--- config.mk ---
export PLATFORM = sky130hd
export DESIGN_NAME = csr_rmw_unit
export DESIGN_NICKNAME = d
export VERILOG_FILES = /design/src/rtl/csr_rmw_pkg.sv /design/src/rtl/csr_access_ctl.sv /design/src/rtl/csr_wdata_alu.sv /design/src/rtl/csr_regfile.sv /design/src/rtl/csr_rmw_unit.sv
export SDC_FILE = /design/constraint.sdc
export NUM_CORES = 1
export LEC_CHECK = 0
export BUFFER_PORTS_ARGS = -buffer_cell sky130_fd_sc_hd__buf_2
export CORE_MARGIN = 2
export CORE_UTILIZATION = 25
export CTS_BUF_LIST = sky130_fd_sc_hd__clkbuf_4
export CTS_CLUSTER_SIZE = 10
export DETAILED_ROUTE_END_ITERATION = 10
export RECOVER_POWER = 25
export SYNTH_ARGS = -nofsm -noshare
export SYNTH_HDL_FRONTEND = slang
export SYNTH_SLANG_ARGS = --single-unit
export TNS_END_PERCENT = 30
--- constraint.sdc ---
create_clock -name clk -period 3 [get_ports clk]
set_input_delay 0.15 -clock clk [delete_from_list [all_inputs] [get_ports clk]]
set_output_delay 0.15 -clock clk [all_outputs]
set_load 0.02 [all_outputs]
--- src/rtl/csr_rmw_pkg.sv ---
package csr_rmw_pkg;

    typedef enum logic [2:0] {
        OP_RSV0  = 3'b000,
        OP_SWAP  = 3'b001,
        OP_SET   = 3'b010,
        OP_CLR   = 3'b011,
        OP_RSV4  = 3'b100,
        OP_SWAPI = 3'b101,
        OP_SETI  = 3'b110,
        OP_CLRI  = 3'b111
    } csr_op_e;

    typedef enum logic [1:0] {
        KIND_SWAP,
        KIND_SET,
        KIND_CLR,
        KIND_NONE
    } csr_kind_e;

    typedef struct packed {
        logic      rd_en;
        logic      wr_en;
        logic      bad_op;
        logic      imm;
        csr_kind_e kind;
    } csr_ctl_t;

    function automatic logic addr_is_ro(input logic [11:0] a);
        return a[11:10] == 2'b11;
    endfunction

endpackage

--- src/rtl/csr_access_ctl.sv ---
module csr_access_ctl
    import csr_rmw_pkg::*;
(
    input  logic [2:0] op_code,
    input  logic [4:0] rs1_idx,
    input  logic [4:0] rd_idx,
    output csr_ctl_t   ctl
);

    always_comb begin
        ctl = '{rd_en: 1'b0, wr_en: 1'b0, bad_op: 1'b1, imm: 1'b0, kind: KIND_NONE};
        unique case (csr_op_e'(op_code))
            OP_SWAP, OP_SWAPI: begin
                ctl.kind   = KIND_SWAP;
                ctl.bad_op = 1'b0;
                ctl.rd_en  = (rd_idx != 5'd0);
                ctl.wr_en  = 1'b1;
                ctl.imm    = op_code[2];
            end
            OP_SET, OP_SETI, OP_CLR, OP_CLRI: begin
                ctl.kind   = op_code[0] ? KIND_CLR : KIND_SET;
                ctl.bad_op = 1'b0;
                ctl.rd_en  = 1'b1;
                ctl.wr_en  = (rs1_idx != 5'd0);
                ctl.imm    = op_code[2];
            end
            default: ;
        endcase
    end

endmodule

--- src/rtl/csr_wdata_alu.sv ---
module csr_wdata_alu
    import csr_rmw_pkg::*;
#(
    parameter int XLEN = 32
) (
    input  csr_kind_e       kind,
    input  logic [XLEN-1:0] old_val,
    input  logic [XLEN-1:0] operand,
    input  logic [XLEN-1:0] wmask,
    output logic [XLEN-1:0] new_val
);

    logic [XLEN-1:0] cand;

    always_comb begin
        unique case (kind)
            KIND_SWAP: cand = operand;
            KIND_SET:  cand = old_val | operand;
            KIND_CLR:  cand = old_val & ~operand;
            default:   cand = old_val;
        endcase
        new_val = (old_val & ~wmask) | (cand & wmask);
    end

endmodule

--- src/rtl/csr_regfile.sv ---
module csr_regfile #(
    parameter int              XLEN        = 32,
    parameter logic [11:0]     SCRATCH_ADDR = 12'h340,
    parameter logic [11:0]     CTRL_ADDR    = 12'h300,
    parameter logic [11:0]     COUNT_ADDR   = 12'hB02,
    parameter logic [11:0]     ID_ADDR      = 12'hF11,
    parameter logic [XLEN-1:0] CTRL_WMASK   = 'hFF,
    parameter logic [XLEN-1:0] ID_VALUE     = 'h5A5A0001
) (
    input  logic            clk,
    input  logic            rst_n,
    input  logic [11:0]     addr,
    input  logic            wr_en,
    input  logic [XLEN-1:0] wr_val,
    input  logic            retire,
    output logic            hit,
    output logic [XLEN-1:0] rdata,
    output logic [XLEN-1:0] wmask,
    output logic [XLEN-1:0] cnt_now
);

    logic [XLEN-1:0] scratch_q, ctrl_q, cnt_q;

    always_comb begin
        hit   = 1'b1;
        rdata = '0;
        wmask = '0;
        unique case (addr)
            SCRATCH_ADDR: begin rdata = scratch_q; wmask = '1;         end
            CTRL_ADDR:    begin rdata = ctrl_q;    wmask = CTRL_WMASK; end
            COUNT_ADDR:   begin rdata = cnt_q;     wmask = '1;         end
            ID_ADDR:      begin rdata = ID_VALUE;  wmask = '0;         end
            default:      hit = 1'b0;
        endcase
    end

    always_ff @(posedge clk or negedge rst_n) begin
        if (!rst_n) begin
            scratch_q <= '0;
            ctrl_q    <= '0;
            cnt_q     <= '0;
        end else begin
            if (wr_en && addr == SCRATCH_ADDR) scratch_q <= wr_val;
            if (wr_en && addr == CTRL_ADDR)    ctrl_q    <= wr_val & CTRL_WMASK;
            if (wr_en && addr == COUNT_ADDR)   cnt_q     <= wr_val;
            else if (retire)                   cnt_q     <= cnt_q + 1'b1;
        end
    end

    assign cnt_now = cnt_q;

endmodule

--- src/rtl/csr_rmw_unit.sv ---
module csr_rmw_unit
    import csr_rmw_pkg::*;
#(
    parameter int              XLEN         = 32,
    parameter logic [11:0]     SCRATCH_ADDR = 12'h340,
    parameter logic [11:0]     CTRL_ADDR    = 12'h300,
    parameter logic [11:0]     COUNT_ADDR   = 12'hB02,
    parameter logic [11:0]     ID_ADDR      = 12'hF11,
    parameter logic [XLEN-1:0] CTRL_WMASK   = 'hFF,
    parameter logic [XLEN-1:0] ID_VALUE     = 'h5A5A0001
) (
    input  logic            clk,
    input  logic            rst_n,
    input  logic            op_valid,
    input  logic [2:0]      op_code,
    input  logic [11:0]     csr_addr,
    input  logic [4:0]      rs1_idx,
    input  logic [XLEN-1:0] rs1_val,
    input  logic [4:0]      rd_idx,
    input  logic            retire,
    output logic [XLEN-1:0] rd_val,
    output logic            rd_we,
    output logic            illegal,
    output logic            csr_rd_fire,
    output logic            csr_wr_fire
);

    csr_ctl_t        ctl;
    logic            hit;
    logic [XLEN-1:0] old_val, wmask, operand, wr_merged, cnt_now;

    csr_access_ctl u_ctl (
        .op_code (op_code),
        .rs1_idx (rs1_idx),
        .rd_idx  (rd_idx),
        .ctl     (ctl)
    );

    always_comb begin
        if (ctl.imm)              operand = XLEN'(rs1_idx);
        else if (rs1_idx == 5'd0) operand = '0;
        else                      operand = rs1_val;
    end

    csr_wdata_alu #(.XLEN(XLEN)) u_alu (
        .kind    (ctl.kind),
        .old_val (old_val),
        .operand (operand),
        .wmask   (wmask),
        .new_val (wr_merged)
    );

    always_comb begin
        illegal     = op_valid & (ctl.bad_op | ~hit | (ctl.wr_en & addr_is_ro(csr_addr)));
        csr_wr_fire = op_valid & ~illegal & ctl.wr_en;
        csr_rd_fire = op_valid & ~illegal & ctl.rd_en;
        rd_we       = csr_rd_fire & (rd_idx != 5'd0);
        rd_val      = csr_rd_fire ? old_val : '0;
    end

    csr_regfile #(
        .XLEN(XLEN), .SCRATCH_ADDR(SCRATCH_ADDR), .CTRL_ADDR(CTRL_ADDR),
        .COUNT_ADDR(COUNT_ADDR), .ID_ADDR(ID_ADDR),
        .CTRL_WMASK(CTRL_WMASK), .ID_VALUE(ID_VALUE)
    ) u_regs (
        .clk     (clk),
        .rst_n   (rst_n),
        .addr    (csr_addr),
        .wr_en   (csr_wr_fire),
        .wr_val  (wr_merged),
        .retire  (retire),
        .hit     (hit),
        .rdata   (old_val),
        .wmask   (wmask),
        .cnt_now (cnt_now)
    );

endmodule

==> insert_results.sql <==
INSERT INTO impl_metrics (metric_group, metric, value, unit) VALUES
('critical_path', 'timing_worst_setup_path_type', 'primary input to output port', ''),
('final_layout', 'area_growth', '15.2', '%'),
('drt', 'via_per_inst', '5.40', ''),
('floorplanning', 'std_cell_rows', '54', ''),
('placed_design', 'preCtsSetupSlack', '524', 'ps'),
('sta', 'final-hold-violation-count', '0', ''),
('floorplanning', 'fp.dieH', '152', 'um'),
('clock_tree', 'cts_repair_resize_count', '0', ''),
('critical_path', 'worst_setup_path_start_kind', 'primary input', ''),
('clock_tree', 'clk_pin_slew_worst_paths', '110', 'ps'),
('global_route', 'grt.total_usage', '15.7', '%'),
('yosys', 'synthCells', '600', ''),
('critical_path', 'path_cells', 'buf_2 -> nand4bb_2 -> nor4b_4 -> buf_4 -> a22o_1 -> nor2b_1 -> buf_2', ''),
('pwr', 'power.ir.vdd_worst', '0.168', 'mV'),
('sta', 'setup_violations', '0', ''),
('floorplanning', 'die_w', '152', 'um'),
('min_path', 'hold_class', 'primary input to flop', ''),
('critical_path', 'worst_path_max_delay_cell', 'nor4b_4', ''),
('critical_path', 'r2r_end', 'u_regs.cnt_now[28]', ''),
('drt', 'drc_viols', '0', ''),
('yosys', 'asyncSetResetFlopFracSynth', '100', '%'),
('sta', 'timing.final.crit_share', '82.3', '%'),
('critical_path', 'endpoint_kind', 'output port', ''),
('drt', 'detail_route.first_pass.iterations', '5', ''),
('critical_path', 'worstPathRequired', '2850', 'ps'),
('critical_path', 'r2r_slack', '750', 'ps'),
('global_route', 'grt_antenna_before_repair', '2', ''),
('final_layout', 'postLayoutCoreUtil', '29.2', '%'),
('placed_design', 'gp_weighted_congestion', '0.871', ''),
('yosys', 'post_synth.cell_area_avg', '9.15', 'sq um'),
('min_path', 'worst_hold_path.endpoint', 'u_regs.cnt_now[28]', ''),
('yosys', 'ys.flop_type', 'dfrtp_1', ''),
('clock_tree', 'clock_tree.root_cell', 'clkbuf_4', ''),
('drt', 'vias', '5185', ''),
('global_route', 'grtUsageMet2', '24.6', '%'),
('yosys', 'synthDominantAreaCellType', 'dfrtp_1', ''),
('clock_tree', 'tritoncts', 'done', ''),
('global_route', 'wire_length_of_the_first_global_routing_pass', '29100', 'um'),
('yosys', 'synth_cell_types', '65', ''),
('sta', 'fin_ws', '532', 'ps'),
('sta', 'min_period', '2470', 'ps'),
('final_layout', 'finish.instance_area', '6320', 'sq um'),
('yosys', 'synth_sequential_area_ratio', '32.8', '%'),
('global_route', 'top_usage_layer', 'met2', ''),
('sta', 'tns', '0', 'ps'),
('sta', 'timing_worst_slew_pin_value', '1320', 'ps'),
('global_route', 'vias_in_the_first_global_route', '5142', ''),
('yosys', 'synth_top_cells_by_area', 'dfrtp_1 (33%), a211oi_1 (5.7%), o211ai_1 (5.3%), nor2_1 (4.8%), mux2_2 (4.3%)', ''),
('yosys', 'synth_fp_nets', '662', ''),
('yosys', 'synth_largest_type_area_fraction', '32.8', '%'),
('clock_tree', 'inserted_clock_buffers', '9', ''),
('critical_path', 'worst-r2r-cell-count', '6', ''),
('drt', 'antenna_left', '0', ''),
('placed_design', 'place.detailed.hpwl', '13400', 'um'),
('yosys', 'ys_seq_elements', '72', ''),
('global_route', 'use_met3', '2.30', '%'),
('drt', 'final_wirelength', '18400', 'um'),
('global_route', 'grt_remaining_overflow', '0', ''),
('placed_design', 'port_buffers', '96', ''),
('sta', 'unrepaired_setup_endpoints_after_global_routing', 'false', ''),
('sta', 'finalMaxSlewViolations', '0', ''),
('final_layout', 'final_nets', '737', ''),
('critical_path', 'critical_path.max_stage_delay', '750', 'ps'),
('floorplanning', 'die-area', '23200', 'sq um'),
('yosys', 'mapped_cell_area', '5490', 'sq um'),
('sta', 'max_freq', '405', 'MHz'),
('run_status', 'outcome', 'finished, final reports clean', ''),
('drt', 'drtIter0Drc', '351', ''),
('floorplanning', 'starting_density_of_the_core', '25.3', '%'),
('final_layout', 'fin_cells', '960', ''),
('global_route', 'use_met1', '21.5', '%');
[sequential cells by signal, summed over array words and instances (netlist names)]
register / count
u_regs.cnt_now: 32
u_regs.scratch_q: 32
u_regs.ctrl_q: 8
[layout by cell type, fill, tap and decap left out, types with 6 or more instances in the layout]
master and n:
o21ai_0 7, buf_4 16, a2bb2oi_1 6, nor2b_1 6, a31oi_1 13, nand2_1 25, dfrtp_1 72, a21oi_1 30
nand4_1 15, mux2_2 21, xor2_1 8, a2bb2oi_2 9, a221oi_1 8, a211oi_1 42, and3_1 8, clkbuf_4 10
xnor2_1 23, nor2_1 70, buf_2 95, mux2i_1 13, dlygate4sd3_1 7, and4_1 6, o211ai_1 39, nand3_1 15
a22oi_1 17, o21a_1 6, nor3_1 8, nor4_1 7
[layer usage]
layer | vias to the layer above | part of all wire [%]
li1 | 2477 | -
met2 | 169 | 46
met3 | 31 | 5.4
met5 | - | 0
met1 | 2508 | 46
met4 | 0 | 3.0
[critical path, delay by kind of cell]
family | cells | cell delay (ps)
and+or+nand+nor | 3 | 1310
buffers and inverters | 3 | 640
AOI/OAI and AO/OA | 1 | 210
[how the worst max path moves through the flow]
stage                 from                  end  cells after the start
2_1_floorplan  csr_addr[1]           rd_val[10]                      8
3_3_place_gp   csr_addr[2]            rd_val[3]                      7
4_1_cts        csr_addr[2]            rd_val[2]                      7
3_5_place_dp   csr_addr[2]  u_regs.scratch_q[9]                      6
5_1_grt        csr_addr[6]            rd_val[7]                      8
6_report       csr_addr[2]            rd_val[2]                      7
[layout make-up]
type,count,area (sq um)
clock inverter,5,48.8
antenna,1,2.50
inverter,6,22.5
multi-input combinational,464,3320
clock buffer,10,75.1
fill,2327,15400
sequential,72,1800
tap,280,350
timing repair buffer,122,698
[kinds of logic after synthesis]
| family | after synthesis | share of synthesized area (%) |
|---|---|---|
| and+or+nand+nor | 185 | 18.2 |
| AOI/OAI and AO/OA | 209 | 29.2 |
| DFF | 72 | 32.8 |
| xor gates and xnor gates | 31 | 4.95 |
| buffers and inverters | 64 | 6.84 |
| muxes | 38 | 7.77 |
| adders and majority gates | 1 | 0.228 |
[power breakdown]
part           total [mW]  switching [mW]  internal [mW]
clock               0.608           0.356          0.252
combinational       0.348           0.208          0.140
sequential           1.08          0.0626           1.02
total                2.03           0.627           1.41
[per-stage QoR]
step	total power, mW	hold slack [ps]
3_3_place_gp	1.43	66.8
5_1_grt	2.13	22.6
6_report	2.03	20.6
2_1_floorplan	1.28	-146
3_5_place_dp	1.43	72.5
4_1_cts	2.05	6.66
[repair_timing]
action                                 in CTS  in global routing
setup buffers                               0                  0
hold buffers                                7                  0
endpoints found under the hold margin      26                  0
Power figures use the tool's default switching activity.
